**src/rtl/drive_track_keeper.sv**
```systemverilog
module drive_track_keeper #(
  parameter int CYL_W       = 8,
  parameter int MAX_CYL     = 79,
  parameter int STEP_CYCLES = 8
) (
  input  logic             clk,
  input  logic             rst_n,
  input  logic             media_present,
  input  logic             seek_req,
  input  logic [1:0]       seek_mode,
  input  logic [CYL_W-1:0] seek_arg,
  output logic [CYL_W-1:0] cur_cyl,
  output logic             busy,
  output logic             step_pulse,
  output logic             step_dir,
  output logic             seek_done,
  output logic             disk_changed
);

  localparam int TW = $clog2(STEP_CYCLES + 1);
  localparam logic [CYL_W-1:0] MAXC    = CYL_W'(MAX_CYL);
  localparam logic [TW-1:0]    TMR_END = TW'(STEP_CYCLES - 1);

  logic [CYL_W-1:0] tgt;
  logic [TW-1:0]    tmr;
  logic [CYL_W-1:0] next_tgt;
  logic [CYL_W:0]   up_sum;
  logic             take_req;
  logic             at_tgt;
  logic             do_step;

  assign up_sum   = {1'b0, cur_cyl} + {1'b0, seek_arg};
  assign take_req = seek_req && !busy;
  assign at_tgt   = (cur_cyl == tgt);
  assign do_step  = busy && !at_tgt && (tmr == TMR_END);

  always_comb begin
    case (seek_mode)
      2'b01:   next_tgt = (up_sum > {1'b0, MAXC}) ? MAXC : up_sum[CYL_W-1:0];
      2'b10:   next_tgt = (seek_arg >= cur_cyl) ? '0 : cur_cyl - seek_arg;
      default: next_tgt = (seek_arg > MAXC) ? MAXC : seek_arg;
    endcase
  end

  always_ff @(posedge clk) begin
    if (!rst_n) begin
      cur_cyl    <= '0;
      tgt        <= '0;
      tmr        <= '0;
      busy       <= 1'b0;
      step_pulse <= 1'b0;
      step_dir   <= 1'b0;
      seek_done  <= 1'b0;
    end else begin
      step_pulse <= 1'b0;
      seek_done  <= 1'b0;
      if (take_req) begin
        busy <= 1'b1;
        tgt  <= next_tgt;
        tmr  <= '0;
      end else if (busy) begin
        if (at_tgt) begin
          busy      <= 1'b0;
          seek_done <= 1'b1;
        end else if (do_step) begin
          step_pulse <= 1'b1;
          step_dir   <= (tgt > cur_cyl);
          cur_cyl    <= (tgt > cur_cyl) ? cur_cyl + 1'b1 : cur_cyl - 1'b1;
          tmr        <= '0;
        end else begin
          tmr <= tmr + 1'b1;
        end
      end
    end
  end

  always_ff @(posedge clk) begin
    if (!rst_n)              disk_changed <= 1'b1;
    else if (!media_present) disk_changed <= 1'b1;
    else if (do_step)        disk_changed <= 1'b0;
  end

  p_cyl_in_range_r6: assert property (@(posedge clk) disable iff (!rst_n)
    cur_cyl <= MAXC);

  p_absent_sets_flag_r5: assert property (@(posedge clk) disable iff (!rst_n)
    !media_present |=> disk_changed);

  p_flag_falls_on_step_r4: assert property (@(posedge clk) disable iff (!rst_n)
    $fell(disk_changed) |-> step_pulse && $past(media_present));

  p_step_moves_head_r9: assert property (@(posedge clk) disable iff (!rst_n)
    step_pulse |-> cur_cyl != $past(cur_cyl));

  p_head_still_without_step_r9: assert property (@(posedge clk) disable iff (!rst_n)
    !step_pulse |-> $stable(cur_cyl));

  p_done_idle_r10: assert property (@(posedge clk) disable iff (!rst_n)
    seek_done |-> !busy && !step_pulse);

  p_done_single_r10: assert property (@(posedge clk) disable iff (!rst_n)
    seek_done |=> !seek_done);

endmodule

```
**config.mk**
```make
export PLATFORM = sky130hd
export DESIGN_NAME = drive_track_keeper
export DESIGN_NICKNAME = d
export VERILOG_FILES = /design/src/rtl/drive_track_keeper.sv
export SDC_FILE = /design/constraint.sdc
export NUM_CORES = 1
export LEC_CHECK = 0
export BUFFER_PORTS_ARGS = -buffer_cell sky130_fd_sc_hd__buf_2
export CORE_MARGIN = 3
export CORE_UTILIZATION = 52
export CTS_CLUSTER_SIZE = 12
export DETAILED_ROUTE_END_ITERATION = 16
export HOLD_SLACK_MARGIN = 0.1
export PLACE_DENSITY = 0.72
export SETUP_SLACK_MARGIN = 0.4
export SKIP_LAST_GASP = 1
export SYNTH_ARGS = -nofsm -noshare
export SYNTH_HDL_FRONTEND = slang
export SYNTH_SLANG_ARGS = --single-unit
```
**constraint.sdc**
```tcl
create_clock -name clk -period 4.5 [get_ports clk]
set_input_delay 0 -clock clk [delete_from_list [all_inputs] [get_ports clk]]
set_output_delay 0 -clock clk [all_outputs]
set_load 0.005 [all_outputs]
```
* Word-level counts from Yosys, hierarchy flattened
Cells that the tools add are included.
** Word-level totals
- Register bits :: 25
- Input port bits :: 14
** Cells by class
- Add/subtract/negate cells :: 5
- Order comparisons :: 4
- Equal/unequal tests :: 4
- Muxes and demuxes :: 11
- Bitwise gates (word level) :: 4
- Reduce and logical (&&, ||, !) cells :: 11
** Operators by type and width (count)
- 8-bit two-way mux :: 4
- 8-bit one-hot mux with 2 select lines :: 1
- 8-bit by 8-bit adder with 9-bit output :: 1
- 9-bit by 7-bit greater-than comparator with 1-bit output (second input constant) :: 1
- 8-bit by 1-bit adder with 8-bit output (second input constant) :: 1
- 8-bit == test :: 1
- 8-bit greater-or-equal comparator :: 1
- 8-bit by 7-bit greater-than comparator with 1-bit output (second input constant) :: 1
- 8-bit greater-than comparator :: 1
- 8-bit by 1-bit subtractor with 8-bit output (second input constant) :: 1
- 8-bit subtractor :: 1
- 1-bit two-way mux :: 5
- 4-bit by 1-bit adder with 4-bit output (second input constant) :: 1
- 4-bit by 3-bit == test with 1-bit output (second input constant) :: 1
- 4-bit two-way mux :: 1
- 1-bit inverter :: 4
- 2-bit AND reduction :: 2
- 4-bit AND reduction :: 1
- 4-bit OR reduction :: 1
- 1-bit logical AND :: 3
- 3-bit OR reduction :: 1
- 2-bit by 1-bit == test with 1-bit output (second input constant) :: 1
- 2-bit == test (second input constant) :: 1
- 1-bit zero test :: 2
- 2-bit OR reduction :: 1

* Logic depth before layout (Yosys ltp)
- Depth after elaboration :: 5
- Gate-level depth with buffers :: 13
- Depth with buffers taken out :: 13

* Least setup slack after synthesis
Ideal clock, no wire load.
- Path type :: flip-flop to flip-flop
- Start :: register cur_cyl[1]
- End :: register cur_cyl[7]
- Data arrival time :: 3173 ps
- Required time :: 4428 ps
- Setup slack :: 1255 ps
- Stages on the path, launching flop included :: 14
- Path buffers :: 0
- Clock period less this slack :: 3245 ps
- Path through :: dfxtp_1 > inv_1 > ha_1 > nand4_1 > nor2_1 > a21oi_1 > nor2_1 > ha_1 > a21oi_1 > o211ai_1 > o41a_1 > or3_1 > a21oi_1 > mux2i_1
** Between the ends
- Word-level cells in the longest chain between the ends :: 5
- Elaborated cells between the ends (all ways) :: 10
** RTL lines
- from (decl) :: RTL line 12 : output logic [CYL_W-1:0] cur_cyl,
- from (signal assigned) :: RTL line 68 : cur_cyl <= (tgt > cur_cyl) ? cur_cyl + 1'b1 : cur_cyl - 1'b1;
- branches (longest 5 deep; another with 8-bit by 1-bit subtractor with 8-bit output)
Parallel ways; which one is timed is not known.
A chain may end at the register's enable or synchronous reset.

* Final worst setup path
Same ends and word-level chain as after synthesis.

==> metrics.txt <==
# TYPE chip_impl_metric gauge
chip_impl_info{name="status",value="finished clean"} 1
chip_impl_info{name="worst-setup-path-type",value="reg -> reg"} 1
chip_impl_metric{name="cp.arrival",unit="ns"} 3.81
chip_impl_metric{name="fp.dieW",unit="um"} 75.9
chip_impl_info{name="critical_path.slowest_cell",value="sky130_fd_sc_hd__dfxtp_1"} 1
chip_impl_metric{name="layout-area-overhead-vs-synth",unit="%"} 9.06
chip_impl_metric{name="place_congestion",unit=""} 0.877
chip_impl_metric{name="max_freq",unit="GHz"} 0.277
chip_impl_metric{name="grt_remaining_overflow",unit=""} 0
chip_impl_metric{name="drt_pass1_iterations",unit=""} 4
chip_impl_metric{name="cts.sink_count",unit=""} 25
chip_impl_info{name="setup.worst_path.end",value="cur_cyl[7]"} 1
chip_impl_metric{name="worst_slew_pin_slew",unit="ns"} 0.485
chip_impl_metric{name="critical_path_peak_fanout",unit=""} 8
chip_impl_metric{name="layout.filler_cells",unit=""} 401
chip_impl_metric{name="die_y",unit="um"} 75.9
chip_impl_metric{name="power.density",unit="nW/um^2"} 205
chip_impl_metric{name="final-hold-violation-count",unit=""} 0
chip_impl_info{name="clock_tree_from_tritoncts",value="built"} 1
chip_impl_metric{name="max_cap_violations",unit=""} 0
chip_impl_metric{name="post-route-drc-count",unit=""} 0
chip_impl_metric{name="synth_cell_type_count",unit=""} 62
chip_impl_metric{name="slew_headroom",unit="%"} 67.5
chip_impl_info{name="clock-root-buffer",value="sky130_fd_sc_hd__clkbuf_8"} 1
chip_impl_metric{name="grt_pass1_wl",unit="um"} 10400
chip_impl_metric{name="grt_util_all_layers",unit="%"} 21.3
chip_impl_info{name="cp-start-kind",value="flip-flop"} 1
chip_impl_info{name="critical_path.reg2reg.endpoint",value="cur_cyl[7]"} 1
chip_impl_metric{name="synth_warnings",unit=""} 0
chip_impl_metric{name="antenna_left",unit=""} 0
chip_impl_metric{name="first_global_vias",unit=""} 2193
chip_impl_metric{name="synth_enable_flop_cells",unit=""} 0
chip_impl_metric{name="ff2ff_setup_slack",unit="ns"} 0.89
chip_impl_metric{name="cts_buffers",unit=""} 3
chip_impl_metric{name="port_buffers",unit=""} 26
chip_impl_metric{name="finalPower",unit="W"} 0.000567
chip_impl_metric{name="postSynthCellCount",unit=""} 317
chip_impl_metric{name="routed_via_density",unit=""} 5.74
chip_impl_metric{name="period_share",unit="%"} 80.3
chip_impl_info{name="end_kind",value="flip-flop"} 1
chip_impl_metric{name="clkPwrFrac",unit="%"} 24.6
chip_impl_metric{name="part_of_the_power_in_registers",unit="%"} 41.4
chip_impl_metric{name="number_of_post_cts_setup_repair_buffers",unit=""} 0
chip_impl_info{name="timing.hold.worst.class",value="in -> reg"} 1
chip_impl_metric{name="drt_wl_total",unit="um"} 5880
chip_impl_metric{name="netlist_area",unit="um^2"} 2540
chip_impl_metric{name="rr_worst_depth",unit=""} 13
chip_impl_metric{name="clock_latency",unit="ns"} 0.27
chip_impl_metric{name="top_level_ports",unit=""} 27
chip_impl_info{name="synth_flop_cell",value="sky130_fd_sc_hd__dfxtp_1"} 1
chip_impl_metric{name="finalSetupViolCount",unit=""} 0
chip_impl_metric{name="drive_gt1_share",unit="%"} 13.0
chip_impl_info{name="timing.critical_path.max_delay_family",value="compound AO/OA/AOI/OAI gates"} 1
chip_impl_metric{name="finalNetCount",unit=""} 390
chip_impl_info{name="r2r-start",value="cur_cyl[1]"} 1
chip_impl_metric{name="power.combinational.fraction",unit="%"} 34.0
chip_impl_metric{name="internal_pwr_total",unit="W"} 0.000370
chip_impl_metric{name="crit_path_max_incr_delay",unit="ns"} 0.53
chip_impl_metric{name="fin_skew",unit="ns"} 0.00400
chip_impl_metric{name="synth.net_count",unit=""} 367
chip_impl_metric{name="worst-endpoint-required",unit="ns"} 4.70
chip_impl_info{name="mostFrequentLayoutCell",value="sky130_fd_sc_hd__ha_1"} 1
chip_impl_info{name="most-common-layout-cells",value="33 x sky130_fd_sc_hd__ha_1, 31 x sky130_fd_sc_hd__inv_1, 29 x sky130_fd_sc_hd__nand2_1, 28 x sky130_fd_sc_hd__nor2_1, 26 x sky130_fd_sc_hd__buf_2"} 1
chip_impl_metric{name="wl_per_cell",unit="um"} 14.5
chip_impl_metric{name="placementRows",unit=""} 24
chip_impl_metric{name="cts.clk_slew.worst_paths",unit="ns"} 0.09
chip_impl_metric{name="antenna_violations_before_repair",unit=""} 0
chip_impl_metric{name="power_switching",unit="W"} 0.000197
chip_impl_metric{name="clock_tree.htree_level_count",unit=""} 1
chip_impl_info{name="critical_path_cell_by_cell",value="inv_1 -> ha_1 -> nor2b_1 -> o211ai_1 -> a211oi_1 -> nor2_2 -> ha_1 -> a21oi_1 -> o211ai_1 -> o41a_1 -> or3_1 -> a21oi_1 -> mux2i_1"} 1
chip_impl_metric{name="worst-path-stages",unit=""} 13
chip_impl_metric{name="synth_async_sr_flop_share",unit="%"} 0
chip_impl_metric{name="dieArea",unit="um^2"} 5760
chip_impl_metric{name="power.leakage",unit="nW"} 1.23
chip_impl_info{name="rsz0062_at_grt",value="false"} 1
chip_impl_metric{name="start_util",unit="%"} 56.0
chip_impl_metric{name="max_clock_buf_depth",unit=""} 2
chip_impl_metric{name="vdd_drop_max",unit="uV"} 155
chip_impl_metric{name="layout_min_cycle_time",unit="ns"} 3.61
chip_impl_metric{name="design.core.area",unit="um^2"} 4530
chip_impl_metric{name="drt_first_iter_violations",unit=""} 150
chip_impl_metric{name="final-max-slew-violation-count",unit=""} 0
chip_impl_metric{name="ys_seq_area_share",unit="%"} 19.7
chip_impl_metric{name="dp_hpwl",unit="um"} 4660
chip_impl_metric{name="hold_ws",unit="ns"} 0.122
chip_impl_metric{name="avgSynthCellArea",unit="um^2"} 8.02
chip_impl_metric{name="critical_path_buf_inv_count",unit=""} 1
chip_impl_metric{name="setup-tns-final",unit="ns"} 0
chip_impl_metric{name="diodes",unit=""} 0
chip_impl_metric{name="yosys_register_bits",unit=""} 25
chip_impl_metric{name="vias",unit=""} 2318
chip_impl_metric{name="grt_start_max_net_pins",unit=""} 21
chip_impl_info{name="worstSetupStartpoint",value="cur_cyl[1]"} 1
chip_impl_metric{name="switching_share_of_total_power",unit="%"} 34.8
## stage by stage
step | cell area, um^2 | cells | util [%] | setup WS, ns
2_1_floorplan | 2540 | 317 | - | 1.26
3_3_place_gp | 2690 | 397 | 59.4 | 0.990
3_5_place_dp | 2690 | 397 | 59.4 | 0.843
4_1_cts | 2770 | 404 | 61.1 | 0.782
5_1_grt | 2770 | 404 | 61.1 | 0.546
6_report | 2770 | 404 | 61.1 | 0.889
## worst min-delay path by stage
stage | from | endpoint | slack [ns] | depth (start not counted)
detailed placement | media_present | disk_changed | 0.20 | 2
floorplan | media_present | disk_changed | 0.09 | 1
global route | rst_n | cur_cyl[2] | 0.13 | 2
global placement | media_present | disk_changed | 0.20 | 2
finish | rst_n | cur_cyl[2] | 0.12 | 2
CTS | rst_n | cur_cyl[2] | 0.12 | 2
## flip-flops by register name (all words and copies together) (netlist names)
register,count
seek_done,1
tgt,8
tmr,4
step_dir,1
disk_changed,1
cur_cyl,8
busy,1
step_pulse,1
## metal layers
layer,vias to the layer above,track usage (%),share of wire (%)
li1,1187,-,-
met1,1072,31.6,51
met2,55,33.9,43
met3,4,3.32,4.7
met4,0,1.81,0.32
met5,-,0,0
## cell usage after synthesis, drive strengths merged (3+ instances only)
cell type / count / area [um^2]
dfxtp: 25 / 500
nand4: 6 / 37.5
fa: 3 / 60.1
nor3: 6 / 30.0
clkbuf: 6 / 22.5
o211ai: 4 / 30.0
nand3b: 5 / 37.5
nor2b: 4 / 27.5
o31a: 5 / 45.0
a211oi: 5 / 42.5
nor2: 29 / 109
xor2: 3 / 26.3
a21boi: 6 / 45.0
nand2b: 5 / 31.3
o21ai: 14 / 70.1
nand3: 9 / 45.0
mux2i: 3 / 30.0
inv: 31 / 116
o21a: 3 / 22.5
xnor2: 8 / 70.1
or3: 6 / 37.5
buf: 5 / 37.5
ha: 33 / 413
and2: 4 / 25.0
o21bai: 4 / 33.8
a21oi: 19 / 95.1
a221oi: 4 / 41.3
nand2: 29 / 109
## worst reg2reg max path: cells and delay by family (launching register included)
kind,cells,cell delay [ns]
compound gates,6,1.41
simple gates,3,0.63
fa+ha+maj,2,0.62
mux,1,0.21
flops,1,0.53
buf+inv,1,0.14
## power groups by stage
stage	Clock [W]	Combinational [W]	Sequential, W
6_report	0.000139	0.000193	0.000234
2_1_floorplan	0	0.000148	0.000238
4_1_cts	0.000141	0.000189	0.000234
5_1_grt	0.000153	0.000221	0.000236
3_5_place_dp	0	0.000186	0.000239
3_3_place_gp	0	0.000183	0.000239
## logic make-up after synthesis
| kind of cell | after synthesis | synth area share (%) |
|---|---|---|
| fa+ha+maj | 36 | 18.6 |
| flops | 25 | 19.7 |
| mux | 3 | 1.18 |
| buf+inv | 42 | 6.94 |
| compound gates | 85 | 26.2 |
| simple gates | 115 | 23.5 |
| xor+xnor | 11 | 3.79 |
## final cells by class
| class | instances | area, um^2 | share of cell area, % |
|---|---|---|---|
| Timing Repair Buffer | 29 | 160 | 5.78 |
| Inverter | 31 | 116 | 4.20 |
| Clock inverter | 1 | 5.00 | 0.181 |
| Clock buffer | 3 | 41.3 | 1.49 |
| Tap cell | 65 | 81.3 | 2.93 |
| Multi-Input combinational cell | 250 | 1870 | 67.4 |
| Sequential cell | 25 | 500 | 18.1 |
## what timing repair did
item                       CTS  global route
resized for setup            0             1
hold endpoints to repair     2             0
hold buffers                 3             0
setup endpoints to repair    0             1
(Power assumes the default switching activity.)
